<file path="src/rtl/irq_cond_pkg.sv">
package irq_cond_pkg;
   localparam int unsigned DATA_W   = 32;
   localparam int unsigned ADDR_W   = 6;
   localparam int unsigned MAX_SRC  = 256;
   localparam int unsigned NUM_W    = 8;
   localparam int unsigned INJ_SET_BIT = 31;

   typedef enum logic [2:0] {
      RG_POL  = 3'd0,
      RG_TRIG = 3'd1,
      RG_DUAL = 3'd2,
      RG_INJ  = 3'd3,
      RG_MSET = 3'd4,
      RG_MCLR = 3'd5,
      RG_MASK = 3'd6,
      RG_PEND = 3'd7
   } region_e;

   typedef struct packed {
      logic pol;
      logic trig;
      logic dual;
   } src_cfg_t;
endpackage

</file>
<file path="src/rtl/irq_cfg_regs.sv">
module irq_cfg_regs
   import irq_cond_pkg::*;
#(
   parameter int unsigned NUM_SRC = 64
) (
   input  logic                clk,
   input  logic                rst_n,
   input  logic                bus_we,
   input  logic [ADDR_W-1:0]   bus_addr,
   input  logic [DATA_W-1:0]   bus_wdata,
   input  logic [NUM_SRC-1:0]  pend_view,
   output logic [DATA_W-1:0]   bus_rdata,
   output logic [NUM_SRC-1:0]  pol_o,
   output logic [NUM_SRC-1:0]  trig_o,
   output logic [NUM_SRC-1:0]  dual_o,
   output logic [NUM_SRC-1:0]  mask_o,
   output logic [NUM_SRC-1:0]  inj_set_o,
   output logic [NUM_SRC-1:0]  inj_clr_o
);
   localparam int unsigned NWORDS = (NUM_SRC + DATA_W - 1) / DATA_W;
   localparam int unsigned NPAD   = NWORDS * DATA_W;
   localparam logic [NPAD-1:0] VALID = {NPAD{1'b1}} >> (NPAD - NUM_SRC);

   logic [NPAD-1:0] pol_q, trig_q, dual_q, mask_q, pend_pad;
   region_e         rg;
   logic [2:0]      wsel;
   logic [7:0]      wbase;
   logic            word_ok;
   logic [DATA_W-1:0] wmask;
   logic [NUM_W-1:0]  inj_num;
   logic            inj_hit;

   assign rg       = region_e'(bus_addr[5:3]);
   assign wsel     = bus_addr[2:0];
   assign wbase    = {wsel, 5'd0};
   assign word_ok  = ({1'b0, wsel} < 4'(NWORDS));
   assign wmask    = word_ok ? VALID[wbase +: DATA_W] : '0;
   assign pend_pad = NPAD'(pend_view);
   assign inj_num  = bus_wdata[NUM_W-1:0];
   assign inj_hit  = bus_we && (rg == RG_INJ) && ({1'b0, inj_num} < 9'(NUM_SRC));

   always_ff @(posedge clk or negedge rst_n) begin
      if (!rst_n) begin
         pol_q  <= '0;
         trig_q <= '0;
         dual_q <= '0;
         mask_q <= '0;
      end else if (bus_we && word_ok) begin
         case (rg)
            RG_POL:  pol_q[wbase +: DATA_W]  <= bus_wdata & wmask;
            RG_TRIG: trig_q[wbase +: DATA_W] <= bus_wdata & wmask;
            RG_DUAL: dual_q[wbase +: DATA_W] <= bus_wdata & wmask;
            RG_MSET: mask_q[wbase +: DATA_W] <= mask_q[wbase +: DATA_W] | (bus_wdata & wmask);
            RG_MCLR: mask_q[wbase +: DATA_W] <= mask_q[wbase +: DATA_W] & ~(bus_wdata & wmask);
            default: ;
         endcase
      end
   end

   always_comb begin
      bus_rdata = '0;
      if (word_ok) begin
         case (rg)
            RG_POL:  bus_rdata = pol_q[wbase +: DATA_W];
            RG_TRIG: bus_rdata = trig_q[wbase +: DATA_W];
            RG_DUAL: bus_rdata = dual_q[wbase +: DATA_W];
            RG_MASK: bus_rdata = mask_q[wbase +: DATA_W];
            RG_PEND: bus_rdata = pend_pad[wbase +: DATA_W];
            default: bus_rdata = '0;
         endcase
      end
   end

   for (genvar i = 0; i < NUM_SRC; i++) begin : g_inj
      assign inj_set_o[i] = inj_hit && (inj_num == NUM_W'(i)) &&  bus_wdata[INJ_SET_BIT];
      assign inj_clr_o[i] = inj_hit && (inj_num == NUM_W'(i)) && !bus_wdata[INJ_SET_BIT];
   end

   assign pol_o  = pol_q[NUM_SRC-1:0];
   assign trig_o = trig_q[NUM_SRC-1:0];
   assign dual_o = dual_q[NUM_SRC-1:0];
   assign mask_o = mask_q[NUM_SRC-1:0];
endmodule

</file>
<file path="src/rtl/irq_src_lane.sv">
module irq_src_lane
   import irq_cond_pkg::*;
#(
   parameter int unsigned SYNC_STAGES = 2
) (
   input  logic     clk,
   input  logic     rst_n,
   input  logic     irq_raw,
   input  src_cfg_t cfg,
   input  logic     inj_set,
   input  logic     inj_clr,
   output logic     pend_o,
   output logic     latch_o
);
   logic [SYNC_STAGES-1:0] sync_q;
   logic prev_q, latch_q;
   logic cur, rise, fall, hit, level_act;

   always_ff @(posedge clk or negedge rst_n) begin
      if (!rst_n) begin
         sync_q  <= '0;
         prev_q  <= 1'b0;
         latch_q <= 1'b0;
      end else begin
         sync_q <= {sync_q[SYNC_STAGES-2:0], irq_raw};
         prev_q <= cur;
         if (!cfg.trig)
            latch_q <= 1'b0;
         else if (hit || inj_set)
            latch_q <= 1'b1;
         else if (inj_clr)
            latch_q <= 1'b0;
      end
   end

   assign cur       = sync_q[SYNC_STAGES-1];
   assign rise      = cur & ~prev_q;
   assign fall      = ~cur & prev_q;
   assign hit       = cfg.dual ? (rise | fall) : (cfg.pol ? rise : fall);
   assign level_act = ~(cur ^ cfg.pol);
   assign pend_o    = cfg.trig ? latch_q : level_act;
   assign latch_o   = latch_q;
endmodule

</file>
<file path="src/rtl/irq_src_cond.sv">
module irq_src_cond
   import irq_cond_pkg::*;
#(
   parameter int unsigned NUM_SRC     = 64,
   parameter int unsigned SYNC_STAGES = 2
) (
   input  logic                clk,
   input  logic                rst_n,
   input  logic [NUM_SRC-1:0]  irq_in,
   input  logic                bus_we,
   input  logic [5:0]          bus_addr,
   input  logic [31:0]         bus_wdata,
   output logic [31:0]         bus_rdata,
   output logic [NUM_SRC-1:0]  irq_pend_o
);
   if (NUM_SRC < 1 || NUM_SRC > MAX_SRC) begin : g_bad_count
      $error("irq_src_cond: NUM_SRC out of range");
   end
   if (SYNC_STAGES < 2) begin : g_bad_sync
      $error("irq_src_cond: SYNC_STAGES must be at least 2");
   end

   logic [NUM_SRC-1:0] pol_q, trig_q, dual_q, mask_q;
   logic [NUM_SRC-1:0] inj_set, inj_clr, pend_q, latch_q;

   irq_cfg_regs #(.NUM_SRC(NUM_SRC)) u_regs (
      .clk       (clk),
      .rst_n     (rst_n),
      .bus_we    (bus_we),
      .bus_addr  (bus_addr),
      .bus_wdata (bus_wdata),
      .pend_view (pend_q),
      .bus_rdata (bus_rdata),
      .pol_o     (pol_q),
      .trig_o    (trig_q),
      .dual_o    (dual_q),
      .mask_o    (mask_q),
      .inj_set_o (inj_set),
      .inj_clr_o (inj_clr)
   );

   for (genvar i = 0; i < NUM_SRC; i++) begin : g_lane
      src_cfg_t cfg;
      assign cfg = '{pol: pol_q[i], trig: trig_q[i], dual: dual_q[i]};
      irq_src_lane #(.SYNC_STAGES(SYNC_STAGES)) u_lane (
         .clk     (clk),
         .rst_n   (rst_n),
         .irq_raw (irq_in[i]),
         .cfg     (cfg),
         .inj_set (inj_set[i]),
         .inj_clr (inj_clr[i]),
         .pend_o  (pend_q[i]),
         .latch_o (latch_q[i])
      );
   end

   assign irq_pend_o = pend_q & mask_q;
endmodule

</file>
<file path="config.mk">
export PLATFORM = sky130hd
export DESIGN_NAME = irq_src_cond
export DESIGN_NICKNAME = d
export VERILOG_FILES = /design/src/rtl/irq_cond_pkg.sv /design/src/rtl/irq_cfg_regs.sv /design/src/rtl/irq_src_lane.sv /design/src/rtl/irq_src_cond.sv
export SDC_FILE = /design/constraint.sdc
export NUM_CORES = 1
export LEC_CHECK = 0
export ABC_AREA = 0
export BUFFER_PORTS_ARGS = -buffer_cell sky130_fd_sc_hd__clkbuf_2
export CAP_MARGIN = 20
export CORE_MARGIN = 5
export CORE_UTILIZATION = 35
export DETAILED_ROUTE_END_ITERATION = 12
export GPL_TIMING_DRIVEN = 1
export MAX_ROUTING_LAYER = met4
export PLACE_DENSITY = 0.57
export SETUP_SLACK_MARGIN = 0.5
export SYNTH_ARGS = -nofsm -noshare
export SYNTH_HDL_FRONTEND = slang
export SYNTH_SLANG_ARGS = --single-unit
</file>
<file path="constraint.sdc">
create_clock -name clk -period 1.8 [get_ports clk]
set_input_delay 0.27 -clock clk [delete_from_list [all_inputs] [get_ports clk]]
set_output_delay 0.27 -clock clk [all_outputs]
set_load 0.02 [all_outputs]
</file>
## After elaboration in Yosys (flattened, before gate mapping)

Index checks and enable logic that the tools add are counted.

| storage, ports and cells | value |
|---|---|
| word-level logic and storage cells | 1,456 |
| flip-flop bits (word level) | 512 |
| output and inout port bits | 96 |

| cells by class | value |
|---|---|
| reductions and logical operators | 267 |
| order comparisons | 2 |
| shift-type cells | 10 |
| bitwise gates (word level) | 453 |
| equal/unequal tests | 134 |
| mux-type cells | 393 |
| $add $sub $neg | 1 |

Operators by type and width:

| kind | number |
|---|---|
| two-way mux 1 bit | 384 |
| bitwise mux 64 bit | 5 |
| variable part select 64 x 9 -> 32 bit | 5 |
| equality test 8 x 6 -> 1 bit, second input constant | 32 |
| logical AND 1 bit | 195 |
| inequality test 3 x 1 -> 1 bit, second input constant | 64 |
| NOT 1 bit | 192 |
| variable part select 32 x 10 -> 64 bit | 3 |
| one-hot mux 32 bit (5 select lines) | 1 |
| AND 1 bit | 128 |
| equality test 8 x 5 -> 1 bit, second input constant | 16 |
| one-hot mux 64 bit (2 select lines) | 1 |
| AND 32 bit | 2 |
| AND 64 bit | 1 |
| equality test 8 x 4 -> 1 bit, second input constant | 8 |
| logical OR 1 bit | 64 |
| two-way mux 32 bit | 2 |
| bitwise OR 1 bit | 64 |
| variable shift 32 x 10 -> 64 bit, first input constant | 1 |
| variable part select 64 x 9 -> 32 bit, first input constant | 1 |
| bitwise XOR 1 bit | 64 |
| equality test 8 x 3 -> 1 bit, second input constant | 4 |
| NOT 32 bit | 1 |
| bitwise OR 32 bit | 1 |
| 13 further kinds | 21 |

## Longest topological paths before layout

| logic depth | value |
|---|---|
| depth after elaboration | 8 |
| mapped depth | 12 |

## By module

Synthesis repeated with hierarchy kept, for this count alone.

| unflattened totals | value |
|---|---|
| cell total of the unflattened synthesis | 2,659 |
| area, all modules | 25,445.7 sq um |

By module, submodules not included:

| module | area an instance (sq um) | instances | seq. area each (sq um) | cells an instance |
|---|---|---|---|---|
| irq_cfg_regs | 13,113.8 | 1 | 6,406.1 | 1,507 |
| irq_src_lane | 186.4 | 64 | 100.1 | 17 |
| irq_src_cond | 400.4 | 1 | 0.0 | 64 |

## Worst setup path before layout

No wires, ideal clock.

| timing path | value |
|---|---|
| path type | input-to-reg |
| start | in bus_addr[0] |
| end | reg u_regs.mask_q[55], in the netlist u_regs.mask_o[55] |
| cell stages on the path | 12 |
| data required time | 1.666 ns |
| buffers on the path | 4 |
| arrival | 2.086 ns |
| slack | -0.420 ns |
| cells stage by stage | buf_4 buf_4 inv_1 ha_1 inv_1 ha_1 and3_1 clkbuf_1 nand3_1 clkbuf_1 nand2_1 o21ai_0 |

| on the way | value |
|---|---|
| longest elaborated chain between the ends | 8 |
| elaborated cells between the ends (all ways) | 17 |
| those cells by class | add/sub: 1; order compare: 1; shift: 5; mux: 4; bitwise: 4; reduce/logical: 2 |

Ends and longest elaborated chain:

| element | line | RTL |
|---|---|---|
| start, declared | irq_src_cond.sv:11 | `input logic [5:0] bus_addr,` |
| variable part select 64 x 9 -> 32 bit / less-than comparator 3 x 2 -> 1 bit (equally long branches) | irq_cfg_regs.sv:37, irq_cfg_regs.sv:36 |  |
| two-way mux 32 bit | irq_cfg_regs.sv:37 | `assign wmask = word_ok ? VALID[wbase +: DATA_W] : '0;` |
| AND 32 bit | irq_cfg_regs.sv:53, irq_cfg_regs.sv:54 |  |
| NOT 32 bit | irq_cfg_regs.sv:54 | `RG_MCLR: mask_q[wbase +: DATA_W] <= mask_q[wbase +: DATA_W] & ~(bus_wdata & wmask);` |
| AND 32 bit | irq_cfg_regs.sv:54 |  |
| variable part select 32 x 10 -> 64 bit | irq_cfg_regs.sv:54 |  |
| bitwise mux 64 bit | irq_cfg_regs.sv:54 |  |
| one-hot mux 64 bit (2 select lines) | irq_cfg_regs.sv:49 | `case (rg)` |
| end signal, assigned by index | irq_cfg_regs.sv:53 | `RG_MSET: mask_q[wbase +: DATA_W] <= mask_q[wbase +: DATA_W] \| (bus_wdata & wmask);` |
| end signal, assigned by index | irq_cfg_regs.sv:54 |  |
| end, declared | irq_cfg_regs.sv:24 | `logic [NPAD-1:0] pol_q, trig_q, dual_q, mask_q, pend_pad;` |

Parallel ways exist; a longest one is shown, timed or not.
A chain may end at the register's enable or synchronous reset.

## Final worst setup path

| timing path | value |
|---|---|
| start | reg g_lane[48].u_lane.sync_q[1] |
| end | out bus_rdata[16] |

| on the way | value |
|---|---|
| longest elaborated chain between the ends | 6 |

Ends and longest elaborated chain:

| element | line | RTL |
|---|---|---|
| start, declared | irq_src_lane.sv:15 | `logic [SYNC_STAGES-1:0] sync_q;` |
| start signal, assigned | irq_src_lane.sv:25 | `sync_q <= {sync_q[SYNC_STAGES-2:0], irq_raw};` |
| bitwise XOR 1 bit | irq_src_lane.sv:40 | `assign level_act = ~(cur ^ cfg.pol);` |
| NOT 1 bit | irq_src_lane.sv:40 |  |
| two-way mux 1 bit | irq_src_lane.sv:41 | `assign pend_o = cfg.trig ? latch_q : level_act;` |
| variable part select 64 x 9 -> 32 bit | irq_cfg_regs.sv:68 | `RG_PEND: bus_rdata = pend_pad[wbase +: DATA_W];` |
| one-hot mux 32 bit (5 select lines) | irq_cfg_regs.sv:63 | `case (rg)` |
| two-way mux 32 bit | irq_cfg_regs.sv:62 | `if (word_ok) begin` |
| end, declared | irq_src_cond.sv:13 | `output logic [31:0] bus_rdata,` |

Every way passes these cells.

==> flow_summary.yaml <==
critical_path:
  cp_top_family: "flip-flops"
  worstPathCellList: "xor2_2 > o211ai_1 > o2111ai_2 > nand3_2 > buf_8"
  cp_slowest_cell: "dfrtp_2"
  crit_type: "flip-flop to output port"
  endpoint_kind: "output port"
  cp.arrival_ps: 1930
  worst-path-max-fanout: 2
  max_stage_delay_ps: 450
  required_ps: 1530
  reg2reg_slack_ps: 390
  startpoint_type: "flip-flop"
  crit_buf_inv: 1
flow_run:
  drv_cap: 0
die:
  initial_core_util_pct: 35.13
  io_pins: 201
  fp.dieH_um: 282.7
  dieArea_um2: 79910
  core_area_um2: 74070
  die_w_um: 282.7
  fp-row-count: 100
timing:
  fin_crit_ps: 2205
  setup_viol: 96
  rsz0062_at_grt: "yes"
  worstMarginPinSlew_ps: 560.5
  whs_ps: 35.78
  slew_viol_final: 0
  hold_viol_final: 0
  timing.final.ws_setup_ps: -404.6
  skew_ps: 14.51
  relSlewSlack_pct: 62.63
  fmax_ghz: 0.4536
  fin_crit_sh_pct: 122.5
finish:
  multiInputGateArea_um2: 13810
  seq_area_um2: 12860
  area_delta_synth_final_pct: 40.45
  drive_above_1_share_pct: 34.90
  final_nets: 3363
  fillers: 6635
clock_tree:
  clock_latency_ps: 620
  path_clk_slew_ps: 60
  htree_levels: 2
  numCtsBuffers: 58
  cts-root-buf: "clkbuf_16"
  cts.sinks: 512
  cts_tree: "done"
  clock_path_buffers: 3
logic_synthesis:
  ys_top_cells_by_count: "dfrtp_1, nand2_1, o21ai_0"
  yosysTopAreaCell: "dfrtp_1"
  synth.distinct_cells: 47
  synth_most_common_cell: "dfrtp_1"
  synth.avg_cell_area_um2: 9.986
  ys_seq_area_share_pct: 49.23
  postSynth.asyncResetShare_pct: 100.0
  yosys_warnings: 0
  synthTopCellsByArea: "dfrtp_1, o21ai_0, nand2_1"
  synth_top_area_share_pct: 49.23
  synth_edf_count: 0
  synth_ff_type: "dfrtp_1"
  synth_area_um2: 26020
  ys_ff_latch: 512
  synthesis.nets: 2841
  synthCells: 2606
route:
  ant_nets: 0
  dr.pass1.iters: 5
  routed_wl_mm: 87.77
  routedWlPerCell_um: 21.22
  via_per_inst: 5.255
  drc: 0
  drt-initial-drc-count: 1541
  vias: 21740
global_routing:
  grt_pass1_wl_mm: 133.3
  antenna_found_initial: 3
  grt_overflow: 0
  grt_pass1_vias: 22620
  grt_max_degree: 75
  track_usage_pct: 22.12
run_status:
  status: "finished, violations left"
  violations: "negative setup slack"
hold_path:
  hp-class: "input pin to flip-flop"
place:
  portBuffers: 200
  dpl.hpwl_mm: 60.85
  gp_congestion: 0.8610
pwr:
  sw_frac_of_total_pct: 24.82
  seqPwrFrac_pct: 44.3
  power.density_nw_per_um2: 745.7
  p_switching_uw: 6764
  p_int_uw: 20490
  p_leak_uw: 0.01664
  p_comb_share_pct: 11.2
  irDropWorstVdd_mv: 0.6804
  clockPowerShare_pct: 44.5
  finalPower_uw: 27260
-- per-layer routing --
metal	part of all wire (%)	vias to the layer above	GRT usage [%]
met4	2.8	0	6.096
li1	-	10130	-
met3	5.0	164	3.136
met2	48	569	35.91
met5	0	-	-
met1	44	10880	29.25
-- state kept, by name, summed over array words and instances, names as in the netlist --
register               cells
u_regs.mask_o             64
g_lane.u_lane.sync_q     128
u_regs.trig_o             64
u_regs.dual_o             64
g_lane.u_lane.prev_q      64
u_regs.pol_o              64
g_lane.u_lane.latch_o     64
-- area by class of cell --
cell class | count | share of cell area, %
sequential | 512 | 35.18
antenna | 2 | 0.01369
clock buffer | 84 | 4.621
inverter | 132 | 1.404
multi-input combinational | 1811 | 37.78
tap | 969 | 3.317
clock inverter | 14 | 0.6710
timing repair buffer | 613 | 17.01
-- repair_timing --
item / CTS / global route
hold buffers: 75 / 0
hold endpoints to repair: 373 / 0
gates resized for setup: 474 / 319
pin swaps: 206 / 173
gates cloned: 0 / 3
buffers inserted: 130 / 25
setup endpoints to repair: 313 / 299
-- power by group through the flow --
stage / Combinational (uW) / Sequential [uW] / Clock [uW]
global placement: 2340 / 12300 / 0
CTS: 2900 / 12100 / 12400
global route: 3310 / 12100 / 12900
floorplan: 1200 / 12200 / 0
finish: 3050 / 12100 / 12100
detailed placement: 2400 / 12300 / 0
-- worst min-delay path, stage by stage --
cell and delay [ps]:
clkbuf_2 110, nand2_1 50, o211ai_1 110, o21ai_1 70
-- cells by family after synthesis --
group / after synthesis / share of synthesized area, %
and+or+nand+nor: 749 / 14.03
AOI/OAI and AO/OA: 675 / 15.87
DFF: 512 / 49.23
buffers and inverters: 283 / 4.582
muxes: 192 / 7.847
adders and majority gates: 130 / 6.250
xor gates and xnor gates: 65 / 2.188
-- placed cells by master (no fill, tap or decap), types with 39 or more instances in the layout --
master         Yosys  final
a21boi_1          10     54
and2_4             0     47
buf_12             0     62
buf_4              9    237
buf_6              6     42
buf_8              0     70
clkbuf_16          0     61
clkbuf_2           2     97
clkbuf_8           0     40
dfrtp_1          512    476
dlygate4sd3_1      0     75
ha_1             130     97
inv_1            132    114
mux2_2            96     77
mux2i_1           96     96
nand2_1          480    479
nand3_1           95     52
nand3_2            3     39
nor3b_1           64     61
o2111ai_2          0     59
o211ai_1          96     96
o21ai_0          402    102
o21ai_1            5    224
o21ai_2            0     76
-- final timing paths --
path | from | endpoint | cells past startpoint
setup reg to reg | g_lane[48].u_lane.sync_q[1]$_DFF_PN0_ | g_lane[48].u_lane.latch_o$_DFFE_PN0P_ | 6
max in group asynchronous | rst_n | g_lane[18].u_lane.sync_q[1]$_DFF_PN0_ | 4
min in group asynchronous | rst_n | g_lane[3].u_lane.sync_q[1]$_DFF_PN0_ | 2
setup / recovery | g_lane[48].u_lane.sync_q[1]$_DFF_PN0_ | bus_rdata[16] | 5
hold / removal | bus_wdata[9] | u_regs.mask_o[41]$_DFFE_PN0P_ | 4
hold reg to reg | g_lane[5].u_lane.sync_q[0]$_DFF_PN0_ | g_lane[5].u_lane.sync_q[1]$_DFF_PN0_ | 0
-- through the flow --
step	TNS, ps	std cells	instance area, um^2	worst slack, ps	util [%]
2_1_floorplan	-28370	2606	27080	-153.4	-
3_3_place_gp	-49920	3804	30310	-282.1	40.92
3_5_place_dp	-54810	3804	30310	-289.3	40.92
4_1_cts	-25390	4107	35430	-453.8	47.83
5_1_grt	-27640	4137	36550	-495.3	49.34
6_report	-20480	4137	36550	-404.6	49.34
(Power assumes the default switching activity.)
